## src/rtl/quad_tacho.sv

```systemverilog
module quad_tacho #(
  parameter int PW = 16,
  parameter int TW = 16
) (
  input  logic          clk,
  input  logic          rst_n,
  input  logic          enc_a,
  input  logic          enc_b,
  input  logic          enc_idx,
  input  logic          reg_we,
  input  logic [1:0]    reg_addr,
  input  logic [PW-1:0] reg_wdata,
  output logic [PW-1:0] reg_rdata,
  output logic [PW-1:0] position,
  output logic          irq
);
  localparam int NS = 5;
  localparam logic [1:0] A_TOP = 2'd0, A_MSK = 2'd1, A_STS = 2'd2, A_CAP = 2'd3;

  logic [1:0]    a_sy, b_sy, z_sy;
  logic          a_q, b_q, z_q;
  logic [PW-1:0] pos_q, top_q;
  logic [TW-1:0] tmr_q, cap_q;
  logic [NS-1:0] st_q, msk_q, st_set, st_clr;

  wire a_s = a_sy[1];
  wire b_s = b_sy[1];
  wire z_s = z_sy[1];
  wire a_chg = a_s ^ a_q;
  wire b_chg = b_s ^ b_q;
  wire step  = a_chg ^ b_chg;
  wire perr  = a_chg & b_chg;
  wire up    = a_s ^ b_q;
  wire z_rise  = z_s & ~z_q;
  wire at_top  = (pos_q == top_q);
  wire at_zero = (pos_q == '0);
  wire wrap    = step & ~z_rise & (up ? at_top : at_zero);
  wire idx_err = z_rise & ~at_zero & ~at_top;
  wire t_ovf   = ~step & (&tmr_q);

  always_ff @(posedge clk) begin
    if (!rst_n) begin
      a_sy <= '0; b_sy <= '0; z_sy <= '0;
      a_q <= 1'b0; b_q <= 1'b0; z_q <= 1'b0;
    end else begin
      a_sy <= {a_sy[0], enc_a};
      b_sy <= {b_sy[0], enc_b};
      z_sy <= {z_sy[0], enc_idx};
      a_q <= a_s; b_q <= b_s; z_q <= z_s;
    end
  end

  always_ff @(posedge clk) begin
    if (!rst_n)
      pos_q <= '0;
    else if (z_rise)
      pos_q <= '0;
    else if (step) begin
      if (up) pos_q <= at_top ? '0 : pos_q + PW'(1);
      else    pos_q <= at_zero ? top_q : pos_q - PW'(1);
    end
  end

  always_ff @(posedge clk) begin
    if (!rst_n) begin
      tmr_q <= '0;
      cap_q <= '0;
    end else if (step) begin
      cap_q <= tmr_q;
      tmr_q <= TW'(1);
    end else begin
      tmr_q <= tmr_q + TW'(1);
    end
  end

  assign st_set = {step, t_ovf, perr, idx_err, wrap | z_rise};
  assign st_clr = (reg_we && reg_addr == A_STS) ? reg_wdata[NS-1:0] : '0;

  always_ff @(posedge clk) begin
    if (!rst_n) begin
      st_q  <= '0;
      msk_q <= '0;
      top_q <= '1;
    end else begin
      st_q <= (st_q & ~st_clr) | st_set;
      if (reg_we && reg_addr == A_MSK) msk_q <= reg_wdata[NS-1:0];
      if (reg_we && reg_addr == A_TOP) top_q <= reg_wdata;
    end
  end

  always_comb begin
    case (reg_addr)
      A_TOP:   reg_rdata = top_q;
      A_MSK:   reg_rdata = PW'(msk_q);
      A_STS:   reg_rdata = PW'(st_q);
      default: reg_rdata = PW'(cap_q);
    endcase
  end

  assign position = pos_q;
  assign irq = |(st_q & msk_q);


  phase_hold_chk: assert property (@(posedge clk) disable iff (!rst_n)
    (perr && !z_rise) |=> ($stable(position) && st_q[2]));


  up_step_chk: assert property (@(posedge clk) disable iff (!rst_n)
    (step && up && !z_rise && !at_top) |=> (position == $past(position) + PW'(1)));


  idx_clear_chk: assert property (@(posedge clk) disable iff (!rst_n)
    z_rise |=> (position == '0 && st_q[0]));


  tmr_restart_chk: assert property (@(posedge clk) disable iff (!rst_n)
    step |=> (tmr_q == TW'(1) && st_q[4]));


  sticky_chk: assert property (@(posedge clk) disable iff (!rst_n)
    !(reg_we && reg_addr == A_STS) |=> ((st_q & $past(st_q)) == $past(st_q)));
endmodule

```

## config.mk

```make
export PLATFORM = sky130hd
export DESIGN_NAME = quad_tacho
export DESIGN_NICKNAME = d
export VERILOG_FILES = /design/src/rtl/quad_tacho.sv
export SDC_FILE = /design/constraint.sdc
export NUM_CORES = 1
export LEC_CHECK = 0
export ABC_AREA = 0
export BUFFER_PORTS_ARGS = -buffer_cell sky130_fd_sc_hd__buf_2
export CAP_MARGIN = 20
export CORE_UTILIZATION = 40
export DETAILED_ROUTE_END_ITERATION = 8
export PLACE_DENSITY_LB_ADDON = 0.2
export SLEW_MARGIN = 15
export SYNTH_ARGS = -nofsm -noshare
export SYNTH_HDL_FRONTEND = slang
export SYNTH_SLANG_ARGS = --single-unit
```

## constraint.sdc

```tcl
create_clock -name clk -period 6 [get_ports clk]
set_clock_uncertainty 0.2 [all_clocks]
set_input_delay 0.3 -clock clk [delete_from_list [all_inputs] [get_ports clk]]
set_output_delay 0.3 -clock clk [all_outputs]
set_load 0.03 [all_outputs]
```

Word-level counts from Yosys, hierarchy flattened
Index checks and enable logic that the tools add are counted. Widths: inputs -> output; s select.

Input bits: 24. Register bits: 83. Logic and storage cells: 57. Output and inout port bits: 33.

Add/subtract/negate cells: 3. Bitwise operators: 22. Reductions and logical operators: 9. Equality and inequality tests: 3. Mux-type cells: 7.

Operator list (count): $mux 16 (3); $pmux 16 s3 (1); $add 16x1->16 const B (2); $eq 16x16->1 (1); $logic_not 16->1 (1); $reduce_and 16->1 (1); $sub 16x1->16 const B (1); $and 5x5->5 (2); $and 1x1->1 (7); $not 1->1 (6); $mux 5 (1); $not 5->5 (1); $or 5x5->5 (1); $reduce_or 5->1 (1); $reduce_or 2->1 (2); $xor 1x1->1 (4); $logic_and 1x1->1 (3); $eq 2x1->1 const B (1); $eq 2x2->1 const B (1); $logic_not 2->1 (1); $mux 1 (2); $or 1x1->1 (1).

Logic depth before layout (Yosys ltp)
Gate-level depths: netlist of the first run.

Depth in word-level cells: 7. Gate-level depth with buffers: 9. Depth with buffers taken out: 8.

Least setup slack after synthesis of the first run
OpenSTA, ideal clock, no wires.

Kind: reg-to-reg. Start: register pos_q[0] (netlist: position[0]). End: register pos_q[5] (netlist: position[5]). Buffers on the path: 1. Cell stages (with the launch flop): 10. Path slack: 3.490 ns. Arrival: 2.179 ns. Setup time: 0.132 ns. Period minus slack after synthesis: 2.510 ns. Data required time: 5.668 ns. Path through: dfxtp_1 -> buf_2 -> inv_1 -> ha_1 -> nor3b_1 -> nand2_1 -> nor3_2 -> mux2_2 -> a22oi_1 -> a21oi_1.

Cells in the longest elaborated chain, start to end: 3. Elaborated cells between the ends (all ways): 7. Classes of those cells: add/sub (2); eq/ne (1); mux (3); reduce/logical (1).

Ends and longest elaborated chain: start: declaration (RTL line 22) `logic [PW-1:0] pos_q, top_q;`; start signal: assignment (RTL line 59) `if (up) pos_q <= at_top ? '0 : pos_q + PW'(1);`; start signal: assignment (RTL line 60) `else pos_q <= at_zero ? top_q : pos_q - PW'(1);`; $sub 16x1->16 (tied with other cells) (RTL line 60); $mux 16 (on tied branches) (RTL line 60, 59); $mux 16 * (RTL line 59).

Every way passes the cells marked *; elsewhere a longest branch is shown, timed or not. A chain may end at the register's enable or synchronous reset.

Worst setup path after layout of the first run
Start: register a_sy[1]. End: register pos_q[11] (netlist: position[11]).

Cells in the longest elaborated chain, start to end: 2. Elaborated cells between the ends (all ways): 4. Classes of those cells: mux (1); bitwise (3).

Ends and longest elaborated chain: start: declaration (RTL line 20) `logic [1:0] a_sy, b_sy, z_sy;`; start signal: assignment (RTL line 46) `a_sy <= {a_sy[0], enc_a};`; $xor 1x1->1 (RTL line 29) `wire a_chg = a_s ^ a_q;`; $xor 1x1->1 (RTL line 31) `wire step = a_chg ^ b_chg;`; named net step (RTL line 31).

The timed path passes the listed nets, and every way through them passes these cells.

==> results of run 1 <==
==> worst max-delay path by stage <==
stage / cells after the start / startpoint / endpoint
floorplan: 9 / position[0] / position[5]
global placement: 7 / a_sy[1] / position[11]
detailed placement: 7 / a_sy[1] / position[11]
CTS: 7 / a_sy[1] / position[11]
global route: 7 / a_sy[1] / position[11]
finish: 7 / a_sy[1] / position[11]
==> tightest hold or removal path, stage by stage <==
cell	delay (ps)
buf_2	80
nand2_1	50
o211ai_1	80
==> Yosys cell counts, types with 2 or more instances <==
cell type and n:
a211oi_1 2, a21o_1 2, a21oi_1 17, a222oi_1 2, a22o_1 11, a22oi_1 7, a31oi_1 7, and2_1 14
and3_1 8, and4_1 5, buf_1 4, buf_2 9, buf_6 4, clkbuf_1 21, dfxtp_1 83, ha_1 5
inv_1 9, mux2_2 3, mux2i_1 29, mux4_2 5, nand2_1 68, nand2b_1 4, nand3_1 31, nand4_1 7
nor2_1 28, nor2b_1 24, nor3_1 2, nor3_2 2, nor4_1 4, nor4_2 2, nor4_4 2, o211ai_1 6
o21ai_0 11, o221ai_1 2, o31ai_1 3, or3_1 2, or4_1 5, xnor2_1 31, xor2_1 18
==> power breakdown <==
part           total, mW  switching [mW]  leakage, nW  internal, mW
clock              0.551           0.259        0.143         0.292
combinational      0.542           0.316         1.34         0.225
sequential         0.655          0.0731        0.676         0.582
total               1.75           0.648         2.16          1.10
==> state kept, by name (all words and copies together) (netlist names) <==
signal and flops:
tmr_q 16, a_sy 2, a_q 1, b_sy 2, z_sy 2, cap_q 16, msk_q 5, b_q 1
st_q 5, z_q 1, position 16, top_q 16
==> layout by cell type (no fill, tap or decap), types with 9 or more instances in the layout <==
| cell | instances |
|---|---|
| a21oi_1 | 17 |
| a22o_1 | 11 |
| and2_1 | 14 |
| buf_2 | 56 |
| clkbuf_16 | 9 |
| dfxtp_1 | 83 |
| dlygate4sd3_1 | 12 |
| inv_1 | 9 |
| mux2i_1 | 29 |
| nand2_1 | 68 |
| nand3_1 | 31 |
| nor2_1 | 28 |
| nor2b_1 | 24 |
| o21ai_0 | 11 |
| xnor2_1 | 31 |
| xor2_1 | 18 |
==> timing repair <==
action / 4_1_cts / 5_1_grt
hold endpoints to repair: 12 / 0
hold buffers: 12 / 0
endpoints found under the setup margin: 0 / 0
==> cells by family (layout without fill, tap and decap cells) <==
family	count (synthesis)	after routing	share of synthesized area, %
adder cells (fa/ha/maj)	5	5	1.377
AO/OA/AOI/OAI	82	82	12.81
XOR/XNOR	49	49	9.449
multiplexers	37	37	9.614
flip-flops	83	83	36.58
buffers and inverters	47	96	4.793
AND/OR/NAND/NOR	215	215	25.37
==> layer usage <==
metal / global-route usage, % / vias up
met1: 28.80 / 1874
met4: 8.591 / 0
li1: - / 1921
met3: 3.858 / 20
met5: 0 / -
met2: 34.54 / 134
==> cell type report <==
class / count / area, um^2
clock buffer: 9 / 225.2
clock inverter: 7 / 68.82
fill: 1064 / 5682
inverter: 9 / 33.78
multi-input combinational: 388 / 2663
sequential: 83 / 1662
tap: 140 / 175.2
timing repair buffer: 71 / 426.7
==> impl_summary.md, run 1 <==
Logic synthesis
Synthesis produced a netlist whose cell count is 518. Counting flops with a built-in enable in the synthesized netlist gives 0. A synthesized cell averages 8.768 um^2. The number of warnings printed during yosys synthesis is 0.

For this run, asynchronously set or reset flops after synthesis account for 0%. The dominant register cell in the synthesized netlist is dfxtp_1. For this run, the register share of the synthesized area comes to 36.58%. The top cell type's share of synthesized area is 36.58%. The cell type with the largest total area after synthesis is dfxtp_1. By area the synthesized netlist is led by dfxtp_1 (37%), mux2i_1 (6.4%), xnor2_1 (6.0%). The synthesized cell area is 0.004542 mm^2. When the netlist entered floorplanning its net count stood at 547. The post-synthesis sequential element count is 83. In this run, distinct cell masters in the synthesized netlist total 58.

Worst hold path
The critical hold path startpoint is reg_wdata[7]. The class of the tightest hold or removal check is in -> reg. The worst hold path was traced through 3 stages.

The worst min-delay path endpoint is top_q[7].

Clock tree
The clock tree from TritonCTS is built. Counting every sink on the clock net gives 83. The number of gates resized after CTS was 0. In this run the clock root is driven by a clkbuf_16. The number of setup buffers added after CTS is 0. The number of buffers created by CTS is 9. The clock transition at the registers of the reported paths is 70 ps. Clock latency on the worst-skew pair, taken at its later pin, is 350 ps. The number of H-tree branching levels is 3.

No sink is reached through more buffers than the 2 on the longest clock path.

Critical path
The type of origin of the critical path is a flip-flop. The startpoint of the most critical register-to-register path is a_sy[1]. The largest individual stage delay along the critical path comes from the cell or4_1.

The end of the worst register-to-register path is position[11]. The maximum net fanout on the critical path is 44. At the worst endpoint, the required time is 6060 ps. The worst setup path is captured at a flip-flop. On the worst path, the slowest cell contributes a delay of 600 ps. Traced cell by cell, the critical path runs through xor2_1, ha_1, buf_4, inv_1, or4_1, a21o_1, a31oi_1. The depth of the worst register-to-register path is 7. The count of buffer and inverter cells on the critical path is 2. In this run the register-to-register setup slack is 3060 ps. The critical path start-end classification is reg -> reg. The kind of cell adding the most delay to the critical path is buffers and inverters.

Data arrives at the worst endpoint at 3010 ps.

Drt
After detailed routing, the wire length on met1 is 5482 um. The met3 wire length is 759 um. The final wirelength is 12,170 um. The count of nets left with antenna violations after detail routing is 0. The pre-antenna-repair detailed-routing pass consisted of 5 iterations.

Detailed routing placed a total of 5706 um of wire on met2. Routed signal wires occupy layers up through met4. The via count of the routed design is 3,949. The average via count per standard cell is 5.586. For this block, the initial DRC count from the detailed router was 226. After detailed routing, the number of remaining DRC violations is 0.

In the final routed layout, each cell accounts on average for 17.21 um.

GRT
The first global-routing pass estimated 19,510 um of wire. The via count of the first global-routing pass was 3,771. The initial antenna violation count is 0. Global routing used 21.64% of the available tracks across all layers. Entering global routing, the biggest net connects 57 pins. The leftover overflow at the end of global routing is 0.

Placed design
The placed cell area is 0.004840 mm^2. The number of cells after detailed placement is 679. The post-place setup slack is 3098 ps. The estimated wirelength of the detail-placed design is 8543 um. At the end of routability-driven placement, the weighted congestion stood at 0.8684. The number of I/O port buffers is 56.

Layout
After the last flow step, the layout net total stands at 591. The final standard cell count with taps included and fillers excluded is 707. The finished cells cover 0.005254 mm^2. The post-layout utilization of the core is 48.04%.

The number of inserted diodes is 0. The area overhead of the layout relative to synthesis is 15.67%. In the final layout, the share of cells above drive strength 1 is 16.58%.

Power
The total power consumption of the routed design is 1.748 mW. IR analysis of the VDD net gives a maximum drop of 0.1424 mV. Power spread over the standard cell area amounts to 332.7 mW/mm^2. The leakage power summed over all cells is 2.159 nW.

Status
The run finished with clean final reports.

STA
The accumulated negative setup slack is 0 ps. In the post-route analysis, the smallest setup slack over all paths is 3056 ps. Setup repair after global routing left no endpoint under its margin.

The final count of pins violating max slew was 0. The total count of hold-check failures in the final report was 0. The count of final setup violators is 0. In this run the tightest slew margin relative to its limit is 34.24%. Timing would allow up to 339.6 MHz. The final hold slack is 0.1772 ps. The smallest clock period supported by the final layout is computed as 2944 ps. For the pin with the worst max-slew slack, the measured transition is 983.1 ps. Of the available clock period, the critical path in the final layout requires 49.07%.

Die
The number of ports placed on the die boundary is 57. The die covers 0.01179 mm^2. The floorplan step set the die width to 108.6 um. The floorplan step set the die height to 108.6 um. The region available for standard cell placement spans 0.01094 mm^2.

The initial utilization of the core area, before any placement, comes to 41.53%. The floorplan row count is 38.

Run
Across the run, the number of max-cap violations was 0.
Note: power is estimated with default switching activity, not from simulation.
==> run 2, diff against run 1 <==
clock period = 2.35 ns   (was 6 ns; I/O delays follow)
==> impl_summary.md, run 2 (synthesis gave the netlist of run 1 again) <==
GRT
In the global route stage, met2 resource usage came out at 36.57%. The via count of the first global-routing pass was 4,094. The initial antenna violation count is 0. The leftover overflow at the end of global routing is 0. The pin count of the biggest net entering global routing is 50. Global routing used 5.425% of the available met3 tracks. The total routing usage reported by global routing is 23.41%. The wire length of the first global-routing pass is 21,110 um. After global routing, the most crowded layer is met2.

For this run, global-route usage on met1 was measured as 30.82%.

Clock tree
The clock tree from TritonCTS is built. TritonCTS created 9 clock buffers. The number of setup buffers added after CTS is 0.

The clock passes through at most 2 buffers. The clock tree root driver cell is clkbuf_16. CTS saw 83 sinks.

The insertion delay to the later sink of the worst-skew pair is 340 ps. After clock tree synthesis, the clock-pin slew on the worst setup and hold paths is 70 ps. The H-tree was split into 3 levels.

Layout
The post-layout utilization of the core is 52.21%. The number of inserted diodes is 0. The area growth from synthesis to layout is 25.70%. The final-stage net count is 644.

The area of the multi-input gates is 0.002676 mm^2. The area taken by flip-flops and latches is 0.001665 mm^2. The layout has 1,042 filler cells. The share of layout cells above drive strength 1 is 22.74%.

The top cell types in the final layout, fill and taps aside, are dfxtp_1 (80), nand2_1 (67), buf_2 (56). Leaving out fill and tap cells, the most frequent cell in the layout is dfxtp_1.

STA
For the pin with the worst max-slew slack, the measured transition is 650.9 ps. The count of final setup violators is 0. The tightest slew margin relative to the limit is 56.61%. Setup repair after global routing left no endpoint under its margin.

The final count of pins violating max slew is 0. The total count of hold-check failures in the final report is 0. The accumulated negative setup slack is 0 ps. In the finished design, the share of the clock period the worst path needs comes to 98.11%. Setup slack closes at 44.47 ps. The shortest clock period the worst path allows after layout is 2306 ps. The maximum clock frequency is 433.7 MHz.

Power
Overall power consumption after layout is estimated at 4.744 mW. The worst ir drop on vdd is 0.4237 mV. The leakage power summed over all cells is 2.427 nW. The switching power is 1.634 mW. Cell internal power was estimated by the tool at 3.110 mW. The clock network fraction of design power is 30.7%.

The combinational fraction of design power is 35.2%. The relative contribution of sequential cells to total power is 34.0%. The switching share of power is 34.45%.

In this run the power density over the cells is 831.0 mW/mm^2.

Drt
The average via count per standard cell is 5.545. The count of nets left with antenna violations after detail routing is 0. After detailed routing, the average wire length per cell comes to 16.92 um.

The count of routing violations after the opening detailed-route iteration is 193. The final wirelength is 12,860 um. After detailed routing, the number of remaining DRC violations is 0.

The first TritonRoute pass finished after 5 iterations. The via count of the routed design is 4,214.

Status
The run finished with clean final reports.

Critical path
The critical path start-end classification is reg -> reg. The maximum net fanout on the critical path is 8. The most critical setup path has its startpoint at position[14]. The required time of the critical path is 2380 ps. The startpoint of the most critical register-to-register path is position[14]. The worst setup path is launched from a flip-flop. For the worst setup path, the data arrival time is 2340 ps. STA classifies the critical path endpoint as a flip-flop.

Die
In this run the core area contains 38 standard-cell rows. For this design the top-level I/O count stands at 57. In this run the vertical extent of the chip is 108.6 um. The horizontal die dimension is 108.6 um. The total area inside the core boundary comes to 0.01094 mm^2. The area of the die is 0.01179 mm^2.

The starting utilization of the core area is 41.53%.

Placed design
Prior to clock tree synthesis, the placed netlist has a worst setup slack of 78.01 ps. In this run the tool buffered the top-level ports with 56 buffer cells. At the end of routability-driven placement, the weighted congestion stood at 0.8960. Detailed placement ended at an HPWL of 9241 um.

Run
Across the run, the number of max-cap violations was 0.

Worst hold path
In this run the worst hold path is classified as in -> reg. The startpoint identified for the worst hold timing path is reg_we.
[run 2: changes by cell type in the layout (fill, tap and decap cells not counted), sizes merged]
cell         delta
buf            +44
dlygate4sd3     +9
clkbuf          +3
inv             -2
bufinv          +1
clkinv          -1
clkinvlp        -1
[run 2: path summary, 6_finish.rpt]
path	slack, ps	end	cells past startpoint
worst max-delay path	40	position[4]	7
worst min-delay path	120	st_q[2]	6
worst max register to register	40	position[4]	7
worst min register to register	230	z_sy[1]	1
[run 2: per-layer routing]
layer	vias up	wire, um
met4	0	252
li1	2032	-
met1	2005	5700
met3	23	868
met2	154	6040
met5	-	0
[run 2: final cells by class]
cell class | count | area share (%)
Inverter | 9 | 0.5917
Timing Repair Buffer | 124 | 14.99
Clock buffer | 12 | 4.317
Clock inverter | 4 | 0.9862
Tap cell | 140 | 3.068
Multi-Input combinational cell | 388 | 46.88
Sequential cell | 83 | 29.17
[run 2: worst max-delay path: stages, from the launching register on]
cell and delay [ps]:
dfxtp_1 600, xnor2_1 110, nand4_1 120, nor4_2 60
buf_4 150, nand2b_1 210, or4_1 500, a31oi_1 240
[run 2: power groups by stage]
stage	clock, mW	sequential [mW]	combinational, mW
after CTS	1.49	1.61	1.66
after detailed placement	0	1.64	1.63
after global placement	0	1.64	1.62
final	1.46	1.61	1.67
after floorplan	0	1.67	1.10
after global routing	1.54	1.63	1.82
[run 2: timing repair]
item                                    CTS  global route
endpoints found under the hold margin    32             0
endpoints found under the setup margin    0             3
resized for setup                         0             3
hold buffers                             21             0
[run 2: metrics by stage]
stage | std cells | instance area, um^2 | hold slack [ps]
after detailed placement | 723 | 5191 | 130.3
after floorplan | 518 | 4554 | 41.65
after CTS | 760 | 5704 | 118.9
after global routing | 760 | 5709 | 143.6
final | 760 | 5709 | 122.0
after global placement | 723 | 5191 | 121.3
==> run 3, diff against run 2 <==
==> constraint.sdc (replaced) <==
create_clock -name clk -period 2.35 [get_ports clk]
set_clock_uncertainty 0.2 [all_clocks]
set_input_delay 0.235 -clock clk [delete_from_list [all_inputs] [get_ports clk]]
set_output_delay 0.235 -clock clk [all_outputs]
set_load 0.03 [all_outputs]
==> impl_summary.md, run 3 (synthesis gave the netlist of run 1 again) <==
Drt
The routed length per instance is 17.08 um. The detailed router placed 4,217 vias in this run. The final wirelength is 13,080 um.

Using the TritonRoute via totals, the vias-per-cell ratio works out to 5.505. The length of the first detailed-routing pass in iterations is 5. The count of nets left with antenna violations after detail routing is 0.

In the routed design, unresolved DRC markers number 0. The count of routing violations after the opening detailed-route iteration is 348.

Clock tree
Clock tree synthesis inserted a total of 9 buffers. The number of H-tree branching levels is 3. TritonCTS built the clock tree.

The clock transition at the registers of the reported paths is 60 ps. The clock tree root driver cell is clkbuf_16. For this design, the sink count on the clock tree is 83.

In this run the deepest clock path goes through 2 buffers. The insertion delay to the later sink of the worst-skew pair is 340 ps.

STA
Of the available clock period, the critical path in the final layout requires 96.99%. For the pin with the worst max-slew slack, the measured transition is 527.2 ps. Setup violations remaining at the end of the flow were counted as 0. The maximum clock frequency is 438.7 MHz.

The total count of hold-check failures in the final report came to 0. The final count of pins violating max slew is 0. The tightest slew margin relative to the limit is 64.86%. For the finished layout, the period the worst path requires is 2279 ps.

Across all hold checks on the routed design, the worst slack comes to 215.9 ps. Setup repair after global routing could not meet its margin everywhere. The worst path meets setup with 70.67 ps of slack.

Placed design
Once placement finished, the instance area stood at 0.005236 mm^2. The estimated wirelength of the detail-placed design is 9458 um. The global placement routability congestion is 0.9619. Buffers placed on the I/O ports in this run total 56. OpenSTA, run right after detailed placement, puts the worst setup slack at 36.38 ps.

Power
The leakage power summed over all cells is 2.478 nW. The worst ir drop on vdd is 0.3477 mV. Dividing total power by cell area gives a power density of 858.4 mW/mm^2.

Critical path
The maximum net fanout on the critical path is 8. The worst register-to-register path has a depth of 8. The startpoint of the most critical register-to-register path is position[1]. The sort of element at the end of the critical path is a flip-flop. At the worst endpoint, the arrival time is 2270 ps. The end of the worst register-to-register path is position[4]. The setup path with the least slack is of type reg -> reg. Data on the critical path is required at its endpoint by 2340 ps. Setup slack on the worst reg-to-reg path comes out at 70 ps. The type of origin of the critical path is a flip-flop.

GRT
The initial antenna violation count is 0. The first global-routing pass estimated 20,790 um of wire. The leftover overflow at the end of global routing is 0. Across every metal layer, demand over resource in global routing totals 23.22%.

The pin count of the biggest net entering global routing is 55. The via count of the first global-routing pass is 4,062.

Run
The max-capacitance violation count is 0.

Worst hold path
Along the worst hold path, the cell count comes to 3. The class of the tightest hold or removal check is in -> reg. The critical hold path startpoint is rst_n.

The worst min-delay path endpoint is position[3].

Layout
For this run, the share of the core covered by cells in the final layout is 53.36%. The final-stage net count is 650. The repair_antennas step left the layout with diodes totalling 0. In the layout the commonest cells are dfxtp_1 (78), nand2_1 (67), buf_2 (56). The most common cell after layout, fill and taps aside is dfxtp_1. The post-route netlist has 25.08% of its cells at a drive strength greater than 1.

The area overhead of the layout relative to synthesis is 28.48%. After routing the design area is 0.005836 mm^2.

Die
In this run the vertical extent of the chip is 108.6 um. In this run the horizontal extent of the chip is 108.6 um. The die covers 0.01179 mm^2.

The standard cell core area is 0.01094 mm^2. The starting utilization of the core area is 41.53%. The number of ports placed on the die boundary is 57.

The floorplan row count is 38.

Status
The run finished with clean final reports.
==> run 3: cell types whose count changed in the layout (fill, tap and decap cells not counted), moves of 2 or more <==
cell	change
nor4_1	-2
dfxtp_1	-2
clkbuf_1	-2
dfxtp_2	+2
buf_4	+7
dlygate4sd3_1	-2
inv_6	-2
==> run 3: where the power goes <==
group / internal [mW] / switching [mW]
combinational: 0.827 / 0.984
sequential: 1.49 / 0.129
clock: 0.993 / 0.586
==> run 3: through the flow <==
stage	setup TNS (ps)	power, mW	std cells
global route	-40.50	5.246	766
floorplan	0	2.766	518
detailed placement	0	3.310	729
finish	0	5.009	766
CTS	0	4.922	764
global placement	0	3.295	729
==> run 3: final cells by class <==
type	instances	area, um^2
fill	1012	5100
inverter	9	33.78
multi-input combinational	388	2721
timing repair buffer	130	899.6
clock buffer	11	252.7
tap	140	175.2
sequential	83	1668
clock inverter	5	85.08
==> run 3: worst max-delay path by stage <==
stage                   end  slack [ps]    startpoint  depth (start not counted)
6_report        position[4]          70   position[1]                          8
5_1_grt        position[14]         -30  position[10]                          7
4_1_cts        position[15]          10   position[7]                          6
3_5_place_dp   position[15]          40   position[7]                          6
3_3_place_gp    position[4]          60   position[2]                          7
2_1_floorplan   position[2]          20   position[1]                          7
==> run 3: timing repair <==
item                                    CTS  global route
gates resized for setup                   0            13
endpoints found under the hold margin    20             0
buffers inserted                          0             2
hold buffers                             19             0
endpoints found under the setup margin    0            12
==> run 3: per-layer routing <==
layer | track usage [%] | vias to the layer above | wire length [um]
met5 | 0 | - | 0
li1 | - | 2033 | -
met4 | 11.29 | 0 | 433
met3 | 3.797 | 38 | 757
met1 | 30.24 | 1982 | 5880
met2 | 37.16 | 164 | 6011
==> run 3: critical path, cell delays in order (launching register included) <==
cell and delay, ps:
dfxtp_1 320, buf_4 160, xnor2_1 240, nand4_1 160, nor4_2 370, nor2_2 170
buf_4 190, a31oi_1 170, a31oi_1 160
